## src/rtl/pio_pkg.sv

```systemverilog
package pio_pkg;
    localparam int PIO_W    = 16;
    localparam int PIO_NSRC = 4;
    localparam logic [PIO_W-1:0] PIO_OD_MASK = 16'h00FA;

    typedef enum logic [1:0] {
        OFF_LATCH = 2'd0,
        OFF_DIR   = 2'd1,
        OFF_FSEL  = 2'd2,
        OFF_ODRN  = 2'd3
    } pio_off_e;

    typedef enum logic [1:0] {
        DEF_GND = 2'd0,
        DEF_SRC = 2'd1,
        DEF_PIN = 2'd2
    } pio_def_e;

    typedef enum logic {
        BUS_IDLE = 1'b0,
        BUS_RESP = 1'b1
    } pio_bus_e;

    // Fallback kind for the primary peripheral input of pin k
    function automatic pio_def_e def_kind(input int k);
        case (k % 4)
            1:       return DEF_SRC;
            3:       return DEF_PIN;
            default: return DEF_GND;
        endcase
    endfunction
endpackage

```

## src/rtl/pio_sync.sv

```systemverilog
module pio_sync #(
    parameter int W = 16
) (
    input  logic         clk,
    input  logic         rst_n,
    input  logic [W-1:0] d,
    output logic [W-1:0] q
);
    logic [W-1:0] stage_q;

    always_ff @(posedge clk or negedge rst_n) begin
        if (!rst_n) begin
            stage_q <= '0;
            q       <= '0;
        end else begin
            stage_q <= d;
            q       <= stage_q;
        end
    end
endmodule

```

## src/rtl/pio_regs.sv

```systemverilog
module pio_regs
    import pio_pkg::*;
#(
    parameter int           W       = PIO_W,
    parameter logic [W-1:0] OD_MASK = PIO_OD_MASK
) (
    input  logic         clk,
    input  logic         rst_n,
    input  logic         bus_valid,
    input  logic         bus_write,
    input  logic [1:0]   bus_addr,
    input  logic [W-1:0] bus_wdata,
    output logic         bus_rvalid,
    output logic [W-1:0] bus_rdata,
    input  logic [W-1:0] pin_s,
    output logic [W-1:0] latch_q,
    output logic [W-1:0] dir_q,
    output logic [W-1:0] fsel_q,
    output logic [W-1:0] odrn_q
);
    pio_bus_e     state_q, state_d;
    logic [W-1:0] rdata_q;
    logic [W-1:0] pin_word;
    logic [W-1:0] rd_mux;
    logic         rd_req, wr_req;

    assign rd_req = bus_valid && !bus_write;
    assign wr_req = bus_valid && bus_write;

    // pin k lands in word bit W-1-k
    for (genvar k = 0; k < W; k++) begin : g_word
        assign pin_word[W-1-k] = pin_s[k];
    end

    always_ff @(posedge clk or negedge rst_n) begin
        if (!rst_n) state_q <= BUS_IDLE;
        else        state_q <= state_d;
    end

    always_comb begin
        unique case (state_q)
            BUS_IDLE: state_d = rd_req ? BUS_RESP : BUS_IDLE;
            BUS_RESP: state_d = rd_req ? BUS_RESP : BUS_IDLE;
            default:  state_d = BUS_IDLE;
        endcase
    end

    always_comb begin
        bus_rvalid = (state_q == BUS_RESP);
        bus_rdata  = rdata_q;
    end

    always_comb begin
        unique case (pio_off_e'(bus_addr))
            OFF_LATCH: rd_mux = pin_word;
            OFF_DIR:   rd_mux = dir_q;
            OFF_FSEL:  rd_mux = fsel_q;
            OFF_ODRN:  rd_mux = odrn_q;
            default:   rd_mux = '0;
        endcase
    end

    always_ff @(posedge clk or negedge rst_n) begin
        if (!rst_n) begin
            latch_q <= '0;
            dir_q   <= '0;
            fsel_q  <= '0;
            odrn_q  <= '0;
            rdata_q <= '0;
        end else begin
            if (wr_req) begin
                unique case (pio_off_e'(bus_addr))
                    OFF_LATCH: latch_q <= bus_wdata;
                    OFF_DIR:   dir_q   <= bus_wdata;
                    OFF_FSEL:  fsel_q  <= bus_wdata;
                    OFF_ODRN:  odrn_q  <= bus_wdata & OD_MASK;
                    default:   ;
                endcase
            end
            if (rd_req) rdata_q <= rd_mux;
        end
    end

    // a latch write is kept regardless of direction or function
    a_r3_latch_store: assert property (@(posedge clk) disable iff (!rst_n)
        (wr_req && bus_addr == 2'd0) |=> (latch_q == $past(bus_wdata)));
    // open-drain bits outside the mask stay clear
    a_r9_od_mask: assert property (@(posedge clk) disable iff (!rst_n)
        ((odrn_q & ~OD_MASK) == '0));
    // read answered on the next cycle
    a_r10_read_resp: assert property (@(posedge clk) disable iff (!rst_n)
        rd_req |=> bus_rvalid);
    // no response without a read request
    a_r10_no_spurious: assert property (@(posedge clk) disable iff (!rst_n)
        bus_rvalid |-> $past(rd_req));
endmodule

```

## src/rtl/pio_pad.sv

```systemverilog
module pio_pad #(
    parameter int W = 16
) (
    input  logic         clk,
    input  logic         rst_n,
    input  logic [W-1:0] latch_q,
    input  logic [W-1:0] dir_q,
    input  logic [W-1:0] fsel_q,
    input  logic [W-1:0] odrn_q,
    input  logic [W-1:0] per_out,
    output logic [W-1:0] pin_o,
    output logic [W-1:0] pin_oe
);
    for (genvar k = 0; k < W; k++) begin : g_pin
        localparam int B = W - 1 - k;
        logic drv;
        assign drv       = fsel_q[B] ? per_out[k] : latch_q[B];
        assign pin_o[k]  = odrn_q[B] ? 1'b0 : drv;
        assign pin_oe[k] = dir_q[B] & ~(odrn_q[B] & drv);

        // an open-drain pin never drives high
        a_r9_od_low_only: assert property (@(posedge clk) disable iff (!rst_n)
            (pin_oe[k] && odrn_q[B]) |-> !pin_o[k]);
        // an input-direction pin is released
        a_r4_input_released: assert property (@(posedge clk) disable iff (!rst_n)
            !dir_q[B] |-> !pin_oe[k]);
    end
endmodule

```

## src/rtl/pio_route.sv

```systemverilog
module pio_route
    import pio_pkg::*;
#(
    parameter int W    = PIO_W,
    parameter int NSRC = PIO_NSRC
) (
    input  logic            clk,
    input  logic            rst_n,
    input  logic [W-1:0]    pin_s,
    input  logic [W-1:0]    dir_q,
    input  logic [W-1:0]    fsel_q,
    input  logic [NSRC-1:0] src_in,
    output logic [W-1:0]    per_in,
    output logic [W-1:0]    per_in_alt
);
    for (genvar k = 0; k < W; k++) begin : g_rt
        localparam int       B    = W - 1 - k;
        localparam pio_def_e KIND = def_kind(k);
        logic take, fallback;
        assign take = fsel_q[B] & ~dir_q[B];

        if (KIND == DEF_SRC) begin : g_src
            assign fallback = src_in[(k / 4) % NSRC];
        end else if (KIND == DEF_PIN) begin : g_pin
            assign fallback = pin_s[k - 3];
        end else begin : g_gnd
            assign fallback = 1'b0;
        end

        assign per_in[k]     = take ? pin_s[k] : fallback;
        assign per_in_alt[k] = take & pin_s[k];

        // a pin used as a peripheral input feeds both inputs alike
        a_r7_shared_feed: assert property (@(posedge clk) disable iff (!rst_n)
            take |-> (per_in[k] == per_in_alt[k]));
        // the secondary input is quiet when not pin-sourced
        a_r8_alt_quiet: assert property (@(posedge clk) disable iff (!rst_n)
            !take |-> !per_in_alt[k]);
    end
endmodule

```

## src/rtl/pio_port.sv

```systemverilog
module pio_port
    import pio_pkg::*;
#(
    parameter int           W       = PIO_W,
    parameter int           NSRC    = PIO_NSRC,
    parameter logic [W-1:0] OD_MASK = PIO_OD_MASK
) (
    input  logic            clk,
    input  logic            rst_n,
    input  logic            bus_valid,
    input  logic            bus_write,
    input  logic [1:0]      bus_addr,
    input  logic [W-1:0]    bus_wdata,
    output logic            bus_rvalid,
    output logic [W-1:0]    bus_rdata,
    input  logic [W-1:0]    pin_i,
    output logic [W-1:0]    pin_o,
    output logic [W-1:0]    pin_oe,
    input  logic [W-1:0]    per_out,
    input  logic [NSRC-1:0] src_in,
    output logic [W-1:0]    per_in,
    output logic [W-1:0]    per_in_alt
);
    logic [W-1:0] pin_s, latch_q, dir_q, fsel_q, odrn_q;

    pio_sync #(.W(W)) u_sync (
        .clk(clk), .rst_n(rst_n), .d(pin_i), .q(pin_s)
    );

    pio_regs #(.W(W), .OD_MASK(OD_MASK)) u_regs (
        .clk(clk), .rst_n(rst_n),
        .bus_valid(bus_valid), .bus_write(bus_write), .bus_addr(bus_addr),
        .bus_wdata(bus_wdata), .bus_rvalid(bus_rvalid), .bus_rdata(bus_rdata),
        .pin_s(pin_s), .latch_q(latch_q), .dir_q(dir_q),
        .fsel_q(fsel_q), .odrn_q(odrn_q)
    );

    pio_pad #(.W(W)) u_pad (
        .clk(clk), .rst_n(rst_n),
        .latch_q(latch_q), .dir_q(dir_q), .fsel_q(fsel_q), .odrn_q(odrn_q),
        .per_out(per_out), .pin_o(pin_o), .pin_oe(pin_oe)
    );

    pio_route #(.W(W), .NSRC(NSRC)) u_route (
        .clk(clk), .rst_n(rst_n),
        .pin_s(pin_s), .dir_q(dir_q), .fsel_q(fsel_q), .src_in(src_in),
        .per_in(per_in), .per_in_alt(per_in_alt)
    );
endmodule

```

## config.mk

```make
export PLATFORM = sky130hd
export DESIGN_NAME = pio_port
export DESIGN_NICKNAME = d
export VERILOG_FILES = /design/src/rtl/pio_pkg.sv /design/src/rtl/pio_sync.sv /design/src/rtl/pio_regs.sv /design/src/rtl/pio_pad.sv /design/src/rtl/pio_route.sv /design/src/rtl/pio_port.sv
export SDC_FILE = /design/constraint.sdc
export NUM_CORES = 1
export LEC_CHECK = 0
export BUFFER_PORTS_ARGS = -buffer_cell sky130_fd_sc_hd__buf_2
export CAP_MARGIN = 20
export CORE_MARGIN = 8
export CORE_UTILIZATION = 46
export CTS_CLUSTER_DIAMETER = 200
export DETAILED_ROUTE_END_ITERATION = 10
export GPL_TIMING_DRIVEN = 0
export PLACE_DENSITY = 0.75
export SETUP_SLACK_MARGIN = 0.05
export SLEW_MARGIN = 5
export SYNTH_ARGS = -nofsm -noshare
export SYNTH_HDL_FRONTEND = slang
export SYNTH_SLANG_ARGS = --single-unit
```

## constraint.sdc

```tcl
create_clock -name clk -period 1.4 [get_ports clk]
set_clock_uncertainty 0.1 [all_clocks]
set_input_delay 0.14 -clock clk [delete_from_list [all_inputs] [get_ports clk]]
set_output_delay 0.14 -clock clk [all_outputs]
set_load 0.02 [all_outputs]
```

Yosys cells after proc, flatten, opt, wreduce, memory -nomap -nowiden
Index checks and enable logic that the tools add are counted.
{"block": "classes", "n_eq_ne": 3, "mux": 40, "bitwise_logic": 66, "reduce_logical": 8}
{"operator": "one-hot mux 16 bit (4 select lines)", "n": 1}
{"operator": "AND 1 bit", "n": 44}
{"operator": "two-way mux 1 bit", "n": 39}
{"operator": "NOT 1 bit", "n": 22}
{"operator": "AND reduction 2 bit", "n": 4}
{"operator": "equality test 2 bit, second input constant", "n": 2}
{"operator": "equality test 2 x 1 -> 1 bit, second input constant", "n": 1}
{"operator": "logical AND 1 bit", "n": 2}
{"operator": "logical NOT 2 bit", "n": 1}
{"operator": "logical NOT 1 bit", "n": 1}
{"block": "totals", "reg_bits": 103, "input_bits": 58, "out_inout_bits": 81}

Logic depth before layout (Yosys ltp)
Gate-level depths: netlist of run 1.
{"block": "logic_depth", "word_depth": 4, "ltp_mapped": 5, "depth_no_buf": 3}

Hierarchy
From an unflattened synthesis of run 1, not the netlist that was laid out.
{"block": "unflattened", "cells_unflattened": 357, "area_unflattened_um2": 4748.3}
{"mod": "pio_regs", "instances": 1, "cells_per_inst": 216, "area_per_inst_um2": 3201.8, "seq_area_each_um2": 1776.7}
{"mod": "pio_sync", "instances": 1, "cells_per_inst": 32, "area_per_inst_um2": 800.8, "seq_area_each_um2": 800.8}
{"mod": "pio_pad", "instances": 1, "cells_per_inst": 61, "area_per_inst_um2": 445.4, "seq_area_each_um2": 0.0}
{"mod": "pio_route", "instances": 1, "cells_per_inst": 48, "area_per_inst_um2": 300.3, "seq_area_each_um2": 0.0}

Worst setup path after synthesis of run 1
No wires, ideal clock.
{"block": "synth_timing", "kind": "register to output", "startpoint": "register u_regs.fsel_q[1]", "endpoint": "output port pin_oe[14]", "t_arrival_ns": 1.200, "slack_ns": -0.040, "path_stages_with_launch": 3, "path_buffers": 0, "cell_sequence": "dfrtp_1 mux2_2 a21boi_0"}
{"block": "synth_between", "elab_chain_len": 4}
{"element": "start: declaration", "line_no": "pio_regs.sv:18", "text": "output logic [W-1:0] fsel_q,"}
{"element": "start signal: assignment", "line_no": "pio_regs.sv:75", "text": "OFF_FSEL: fsel_q <= bus_wdata;"}
{"element": "two-way mux 1 bit", "line_no": "pio_pad.sv:17", "text": "assign drv = fsel_q[B] ? per_out[k] : latch_q[B];"}
{"element": "AND 1 bit", "line_no": "pio_pad.sv:19", "text": "assign pin_oe[k] = dir_q[B] & ~(odrn_q[B] & drv);"}
{"element": "NOT 1 bit", "line_no": "pio_pad.sv:19"}
{"element": "AND 1 bit", "line_no": "pio_pad.sv:19"}
{"element": "end: declaration", "line_no": "pio_port.sv:18", "text": "output logic [W-1:0] pin_oe,"}
Every way passes these cells.

Worst setup path after layout of run 1
{"block": "layout_timing", "startpoint": "register u_regs.fsel_q[3]", "endpoint": "output port pin_oe[12]"}
Same word-level chain as after synthesis.

==> results.md, run 1 <==
* Yosys warning total at 0
* Setup Crit Path Kind: reg2out
* Highest ir drop seen on vdd at 722 uV
* HPWL Detailed at 7.92 mm
* H-tree depth at 3
* Total routed wire length on the met1 layer at 5.19 mm
* Total Routing Usage GR at 18.8%
* Initial Util at 47.3%
* Violated checks: negative setup slack
* Final WL at 12.6 mm
* Global-route wire length before repair at 19.4 mm
* Worst path required time at 1160 ps
* Bufs on Longest Clock Path at 2
* Top cells by area in the synthesized netlist: sky130_fd_sc_hd__dfrtp_1, sky130_fd_sc_hd__mux2_2, sky130_fd_sc_hd__buf_4
* Global placement routability congestion at 0.750
* Final layout net count at 604
* Synth Instances at 338
* Uppermost metal layer occupied by signal nets: met4
* Setup repair after global routing missed its margin: yes
* Sort of element at the start of the critical path: register
* Count of non-filler cells in the finished layout at 685
* Pins over their slew limit at 0
* Max-cap check violation count at 0
* # clock sinks at 103
* Number of fill cells in the layout at 689
* Number of global-route vias before repair at 3696
* Number of CTS-inserted buffers at 9
* Synth unique cells at 27
* Overall die area at 13500 um^2
* Share of the clock period used by the worst path after layout at 116%
* Worst slew slack as a fraction of its limit at 62.8%
* Post-synthesis register bit count at 103
* Number of hold-slack violations in the final timing report at 0
* Number of nets produced by synthesis at 396
* Clock tree from TritonCTS: built
* Number of antenna violations at the first check in global routing at 1
* Status: complete, but fails checks
* Detailed router's first-iteration violation count at 89
* Post-route total power at 9.74 mW
* Number of setup violations in the final report at 52
* Storage element area at 2580 um^2
* Fmax at 617 MHz
* Crit. End Element: output port
* Worst min path class: in2reg
* Mean instance size in the synthesized netlist at 13.6 um^2
* Buffer cell driving the clock tree root: sky130_fd_sc_hd__clkbuf_8
* Row count at 36
* Total number of vias at 3331
* Proportion of netlist area held by the largest area contributor at 56.0%
* Static power due to leakage at 3.39 nW
* Width of the die at 116 um
* Power Density at 1400 nW/um^2
* Length in cells of the worst reg-to-reg path at 3
* Routed met3 length at 501 um
* Min Tclk post-route at 1620 ps
* Congestion Overflow GR at 0
* IO buf count at 138
* Count of TritonRoute iterations in the first routing pass at 4
* Clock input transition at the sequential cells of the worst setup and hold paths at 100 ps
* Num ports at 139
* Core outline area at 9730 um^2
* Total DRC errors in the routed layout at 0
* Sequential area share after synthesis at 56.0%
* Proportion of layout cells with a drive suffix above 1 at 59.5%
* Drt via density at 4.86
* Arrival time worst endpoint at 1380 ps
* Metal2 WL at 6.81 mm
* Minimum setup slack in the final design at -220 ps
* Hold Path Depth at 3
* DR WL/cell at 18.4 um
* Combined area of the multi-input logic cells at 1890 um^2
* Transition time of the tightest slew-check pin at 557 ps
* Clock insertion delay at the later pin of the skew report at 360 ps
* Count of placed standard cells including taps at 610
* Relative area change from synthesis to final layout at 50.5%
* Biggest fanout along the worst timing path at 4
* Detail Route Antenna Nets at 0
* Top cell type by total area after synthesis: sky130_fd_sc_hd__dfrtp_1
* Largest net degree at the start of global routing at 65
* Post-Syn Area at 4610 um^2
* DIE HEIGHT at 116 um
per-stage QoR:
stage               setup TNS [ps]  setup slack, ps  hold slack [ps]  area (um^2)  util (%)
finish                       -5140             -220              188         6930      71.3
detailed placement           -7560             -298             59.1         5490      56.5
global route                 -7990             -259              200         6930      71.3
global placement           -104830             -965              148         5460      56.1
CTS                          -5380             -212              165         6880      70.7
floorplan                        0             86.4             -256         4610         -
cell type report:
type	count	share of cell area, %
flip-flops and latches	103	37.2
multi-input cells	183	27.3
repair buffers	213	26.0
plain buffers	23	3.01
well taps	133	2.40
clock buffers	9	1.79
clock inverters	7	1.50
inverters	13	0.704
diodes	1	0.0361
synthesized netlist by cell type:
cell / count
sky130_fd_sc_hd__clkbuf_1: 2
sky130_fd_sc_hd__nand2b_1: 8
sky130_fd_sc_hd__nand4b_4: 1
sky130_fd_sc_hd__mux2_2: 61
sky130_fd_sc_hd__and3b_1: 8
sky130_fd_sc_hd__nor2_1: 23
sky130_fd_sc_hd__mux4_2: 6
sky130_fd_sc_hd__mux2_4: 10
sky130_fd_sc_hd__nor3_4: 1
sky130_fd_sc_hd__o21a_1: 5
sky130_fd_sc_hd__nand3_2: 1
sky130_fd_sc_hd__a21o_1: 8
sky130_fd_sc_hd__buf_4: 29
sky130_fd_sc_hd__buf_2: 4
sky130_fd_sc_hd__nand2_1: 10
sky130_fd_sc_hd__inv_1: 13
sky130_fd_sc_hd__a21boi_0: 1
sky130_fd_sc_hd__nor2b_1: 2
sky130_fd_sc_hd__a31oi_1: 10
sky130_fd_sc_hd__nand2_2: 1
sky130_fd_sc_hd__and2b_2: 1
sky130_fd_sc_hd__nand4_1: 1
sky130_fd_sc_hd__or2_0: 10
sky130_fd_sc_hd__dfrtp_1: 103
sky130_fd_sc_hd__buf_12: 1
sky130_fd_sc_hd__buf_6: 3
sky130_fd_sc_hd__mux2i_1: 15
worst paths after layout:
path | from | to | slack (ps)
hold reg to reg | u_sync.stage_q[1] | u_sync.q[1] | 250
setup reg to reg | u_regs.fsel_q[1] | u_regs.bus_rdata[1] | -70
setup / recovery | u_regs.fsel_q[3] | pin_oe[12] | -220
hold / removal | bus_write | u_regs.dir_q[5] | 190
max in group asynchronous | rst_n | u_regs.fsel_q[0] | 270
min in group asynchronous | rst_n | u_regs.latch_q[1] | 210
worst max-delay path: stages (launching register included):
cell                      delay, ps
sky130_fd_sc_hd__dfrtp_1        430
sky130_fd_sc_hd__mux2i_2        290
sky130_fd_sc_hd__o21a_1         180
sky130_fd_sc_hd__buf_6          130
sequential cells by signal, indices dropped and copies added, names as in the netlist:
register and cells:
u_sync.stage_q 16, u_regs.dir_q 16, u_regs.fsel_q 16, u_regs.bus_rvalid 1, u_regs.latch_q 16, u_sync.q 16, u_regs.bus_rdata 16, u_regs.odrn_q 6
cell families after synthesis:
kind of cell | after synthesis | synth area share (%)
AOI/OAI and AO/OA | 24 | 3.64
and+or+nand+nor | 67 | 8.48
muxes | 92 | 24.4
buffers and inverters | 52 | 7.55
DFF | 103 | 56.0
report_power, final:
group / internal [mW] / switching [mW]
Combinational: 2.15 / 1.64
Sequential: 3.47 / 0.400
Clock: 1.03 / 1.05
cells in the final DEF (no fill, tap or decap), types with 5 or more instances in the layout:
| master | Yosys | final |
|---|---|---|
| sky130_fd_sc_hd__mux2_4 | 10 | 27 |
| sky130_fd_sc_hd__nor2_4 | 0 | 8 |
| sky130_fd_sc_hd__a21o_1 | 8 | 8 |
| sky130_fd_sc_hd__and3b_2 | 0 | 5 |
| sky130_fd_sc_hd__nand2_1 | 10 | 10 |
| sky130_fd_sc_hd__o21a_1 | 5 | 5 |
| sky130_fd_sc_hd__clkbuf_8 | 0 | 9 |
| sky130_fd_sc_hd__mux2i_1 | 15 | 12 |
| sky130_fd_sc_hd__buf_2 | 4 | 83 |
| sky130_fd_sc_hd__nand2b_4 | 0 | 8 |
| sky130_fd_sc_hd__dlygate4sd3_1 | 0 | 33 |
| sky130_fd_sc_hd__mux2_2 | 61 | 44 |
| sky130_fd_sc_hd__mux4_2 | 6 | 6 |
| sky130_fd_sc_hd__nor2_1 | 23 | 15 |
| sky130_fd_sc_hd__or2_0 | 10 | 10 |
| sky130_fd_sc_hd__buf_6 | 3 | 91 |
| sky130_fd_sc_hd__dfrtp_1 | 103 | 100 |
| sky130_fd_sc_hd__buf_4 | 29 | 25 |
| sky130_fd_sc_hd__inv_1 | 13 | 13 |
| sky130_fd_sc_hd__a31oi_1 | 10 | 10 |
layer usage:
layer | global-route usage [%] | vias up
met2 | 33.5 | 79
met5 | 0 | -
met1 | 22.4 | 1683
met3 | 3.34 | 10
met4 | 6.14 | 0
li1 | - | 1559
repair_timing:
item                                    in CTS  in global routing
endpoints found under the setup margin      60                 70
buffers inserted                            35                 10
hold buffers                                33                  0
gates resized for setup                    183                 27
gates cloned                                 0                  0
endpoints found under the hold margin      109                  0
pin swaps                                   13                  5
Power figures use the tool's default switching activity.
==> run 2: changes to the inputs <==
--- a/config.mk
+++ b/config.mk
@@ -7,12 +7,14 @@
 export LEC_CHECK = 0
 export BUFFER_PORTS_ARGS = -buffer_cell sky130_fd_sc_hd__buf_2
 export CAP_MARGIN = 20
+export CELL_PAD_IN_SITES_DETAIL_PLACEMENT = 1
+export CELL_PAD_IN_SITES_GLOBAL_PLACEMENT = 1
 export CORE_MARGIN = 8
-export CORE_UTILIZATION = 46
+export CORE_UTILIZATION = 37
 export CTS_CLUSTER_DIAMETER = 200
 export DETAILED_ROUTE_END_ITERATION = 10
 export GPL_TIMING_DRIVEN = 0
-export PLACE_DENSITY = 0.75
+export PLACE_DENSITY_LB_ADDON = 0.1
 export SETUP_SLACK_MARGIN = 0.05
 export SLEW_MARGIN = 5
 export SYNTH_ARGS = -nofsm -noshare
==> results.md, run 2 (same netlist as run 1, synthesis figures left out) <==
* Placed cell areas at 5540 um^2 (+0.80%)
* Detail Route Antenna Nets at 0 (unchanged)
* GR peak layer: met2
* Sequential fraction of design power at 37.5% (-2.2 points)
* DR WL/cell at 18.9 um (+3.0%)
* Min Tclk post-route at 1590 ps (-28.0 ps)
* Cell type with the highest occurrence count on the critical path: sky130_fd_sc_hd__buf_4
* Ordered list of cells on the worst path: buf_4 -> and3b_1 -> buf_4 -> buf_4
* Worst min path class: in2reg
* Drt via density at 4.70 (-3.4%)
* Layout Cell Area excl Fill at 7130 um^2 (+2.8%)
* Static power due to leakage at 3.47 nW (+2.3%)
* Core outline area at 12100 um^2 (+24%)
* Crit. End Element: output port
* Count of inserted antenna diode cells at 0 (-1)
* IO buf count at 138 (unchanged)
* Post-Route Utilization at 59.1% (-12 points)
* Total DRC errors in the routed layout at 0 (unchanged)
* Biggest fanout along the worst timing path at 3 (-1)
* H-tree depth at 3 (unchanged)
* Setup repair after global routing missed its margin: yes
* Power share of the clock group at 25.5% (+4.1 points)
* Count of placed standard cells including taps at 645 (+5.7%)
* Num ports at 139 (unchanged)
* Commonest non-fill, non-tap cell in the layout: sky130_fd_sc_hd__dfrtp_1
* Number of hold-slack violations in the final timing report at 0 (unchanged)
* Master of the slowest instance on the critical path: sky130_fd_sc_hd__dfrtp_1
* Fmax at 628 MHz (+1.8%)
* Final layout net count at 610 (+0.99%)
* Most frequent cells in the layout: sky130_fd_sc_hd__dfrtp_1, sky130_fd_sc_hd__buf_6, sky130_fd_sc_hd__buf_2, sky130_fd_sc_hd__mux2_2, sky130_fd_sc_hd__dlygate4sd3_1
* Sort of element at the start of the critical path: register
* Pins over their slew limit at 0 (unchanged)
* Total number of vias at 3405 (+2.2%)
* Worst slew slack as a fraction of its limit at 55.6% (-7.2 points)
* Length in cells of the worst reg-to-reg path at 3 (unchanged)
* Buffer cell driving the clock tree root: sky130_fd_sc_hd__clkbuf_16
* Met2 Track Usage GR at 30.1% (-3.5 points)
* Number of setup violations in the final report at 47 (-9.6%)
* Hold Path Depth at 3 (unchanged)
* Status: complete, but fails checks
* Clock tree from TritonCTS: built
* Count of non-filler cells in the finished layout at 725 (+5.8%)
* Highest ir drop seen on vdd at 857 uV (+19%)
* Number of antenna violations at the first check in global routing at 1 (unchanged)
* Setup Crit Path Kind: reg2out
* Clock insertion delay at the later pin of the skew report at 350 ps (about the same)
* DIE HEIGHT at 128 um (+9.9%)
* Overall die area at 16300 um^2 (+21%)
* Largest net degree at the start of global routing at 60 (-7.7%)
* Worst path required time at 1160 ps (about the same)
* Detailed router's first-iteration violation count at 126 (+42%)
* Share of total power in combinational logic at 37.0% (-1.9 points)
* Congestion Overflow GR at 0 (unchanged)
* Design internal power at 7.22 mW (+8.7%)
* Number of global-route vias before repair at 3896 (+5.4%)
* HPWL Detailed at 8.62 mm (+8.9%)
* Total Routing Usage GR at 17.2% (-1.7 points)
* Final WL at 13.7 mm (+9.0%)
* Met3 usage at 4.87% (+1.5 points)
* Global placement routability congestion at 0.741 (-1.2%)
* Proportion of layout cells with a drive suffix above 1 at 60.5% (+0.97 points)
* Number of CTS-inserted buffers at 9 (unchanged)
* Max-cap check violation count at 0 (unchanged)
* Minimum setup slack in the final design at -192 ps (+28.0 ps)
* Met1 routing resource usage after global routing at 20.0% (-2.4 points)
* Width of the die at 128 um (+9.9%)
* Transition time of the tightest slew-check pin at 666 ps (+109 ps)
* Row count at 40 (+11%)
* # clock sinks at 103 (unchanged)
* Power Density at 1450 nW/um^2 (+3.4%)
* Share of the clock period used by the worst path after layout at 114% (-2.0 points)
* Arrival time worst endpoint at 1350 ps (-30 ps)
* Relative area change from synthesis to final layout at 54.8%
* Global-route wire length before repair at 21.6 mm (+11%)
* Violated checks: negative setup slack
* Worst setup slack before clock tree synthesis at -279 ps (+19.6 ps)
* Maximum cell stage delay along the critical path at 410 ps (-20 ps)
* Bufs on Longest Clock Path at 2 (unchanged)
* Count of TritonRoute iterations in the first routing pass at 6 (+2)
* Net Sw Power at 3.13 mW (+1.4%)
* Clock input transition at the sequential cells of the worst setup and hold paths at 70 ps (-30 ps)
* Initial Util at 38.2% (-9.2 points)
* Switching share of power at 30.3% (-1.5 points)
## run 2: cell count changes in the layout (fill, tap and decap cells not counted), moves of 2 or more
cell | before | now
sky130_fd_sc_hd__buf_4 | 25 | 27
sky130_fd_sc_hd__buf_6 | 91 | 96
sky130_fd_sc_hd__clkbuf_16 | 0 | 9
sky130_fd_sc_hd__clkbuf_8 | 9 | 0
sky130_fd_sc_hd__clkinv_2 | 0 | 4
sky130_fd_sc_hd__dfrtp_1 | 100 | 98
sky130_fd_sc_hd__dfrtp_2 | 3 | 5
## run 2: cell type report
type                            count  area (um^2)
Buffer                             23          213
Multi-Input combinational cell    183         1890
Clock buffer                        9          225
Fill cell                        1197         4930
Clock inverter                      7         87.6
Timing Repair Buffer              219         1870
Tap cell                          168          210
Inverter                           13         48.8
Sequential cell                   103         2580
## run 2: final timing paths
| check | from | to | slack [ps] |
|---|---|---|---|
| min reg2reg | u_sync.stage_q[14] | u_sync.q[14] | 250 |
| max in group asynchronous | rst_n | u_regs.latch_q[13] | 340 |
| max | u_regs.fsel_q[1] | per_in_alt[14] | -190 |
| min in group asynchronous | rst_n | u_sync.stage_q[10] | 240 |
| min | bus_write | u_regs.dir_q[4] | 200 |
| max reg2reg | u_regs.fsel_q[4] | u_regs.bus_rdata[4] | -120 |
## run 2: per-stage QoR
step                      hold slack [ps]  setup TNS [ps]  power (mW)
final                                 199           -4330        10.4
after detailed placement              150           -9840        6.51
after floorplan                      -256               0        5.59
after global routing                  216           -6590        10.9
after global placement                148         -121360        6.44
after CTS                             191           -4310        10.3
## run 2: worst max-delay path, delay by kind of cell (launching register included)
kind | cells | cell delay (ps)
buf+inv | 3 | 430
flops | 1 | 410
simple gates | 1 | 170
## run 2: metal layers
metal,vias to the layer above,part of all wire (%)
met2,94,53
met1,1731,41
met3,15,5.3
met5,-,0.11
li1,1563,-
met4,2,0.96
## run 2: power by group through the flow
| stage | logic [mW] | registers (mW) | clock network (mW) |
|---|---|---|---|
| floorplan | 1.68 | 3.92 | 0 |
| global placement | 2.53 | 3.91 | 0 |
| detailed placement | 2.58 | 3.93 | 0 |
| CTS | 3.69 | 3.85 | 2.72 |
| global route | 4.08 | 3.95 | 2.84 |
| finish | 3.83 | 3.88 | 2.64 |
## run 2: timing repair
action	in CTS	in global routing
hold buffers	33	0
setup buffers	35	12
endpoints found under the hold margin	126	0
endpoints found under the setup margin	60	115
gates resized for setup	175	35
gates cloned	0	0
pin swaps	13	8
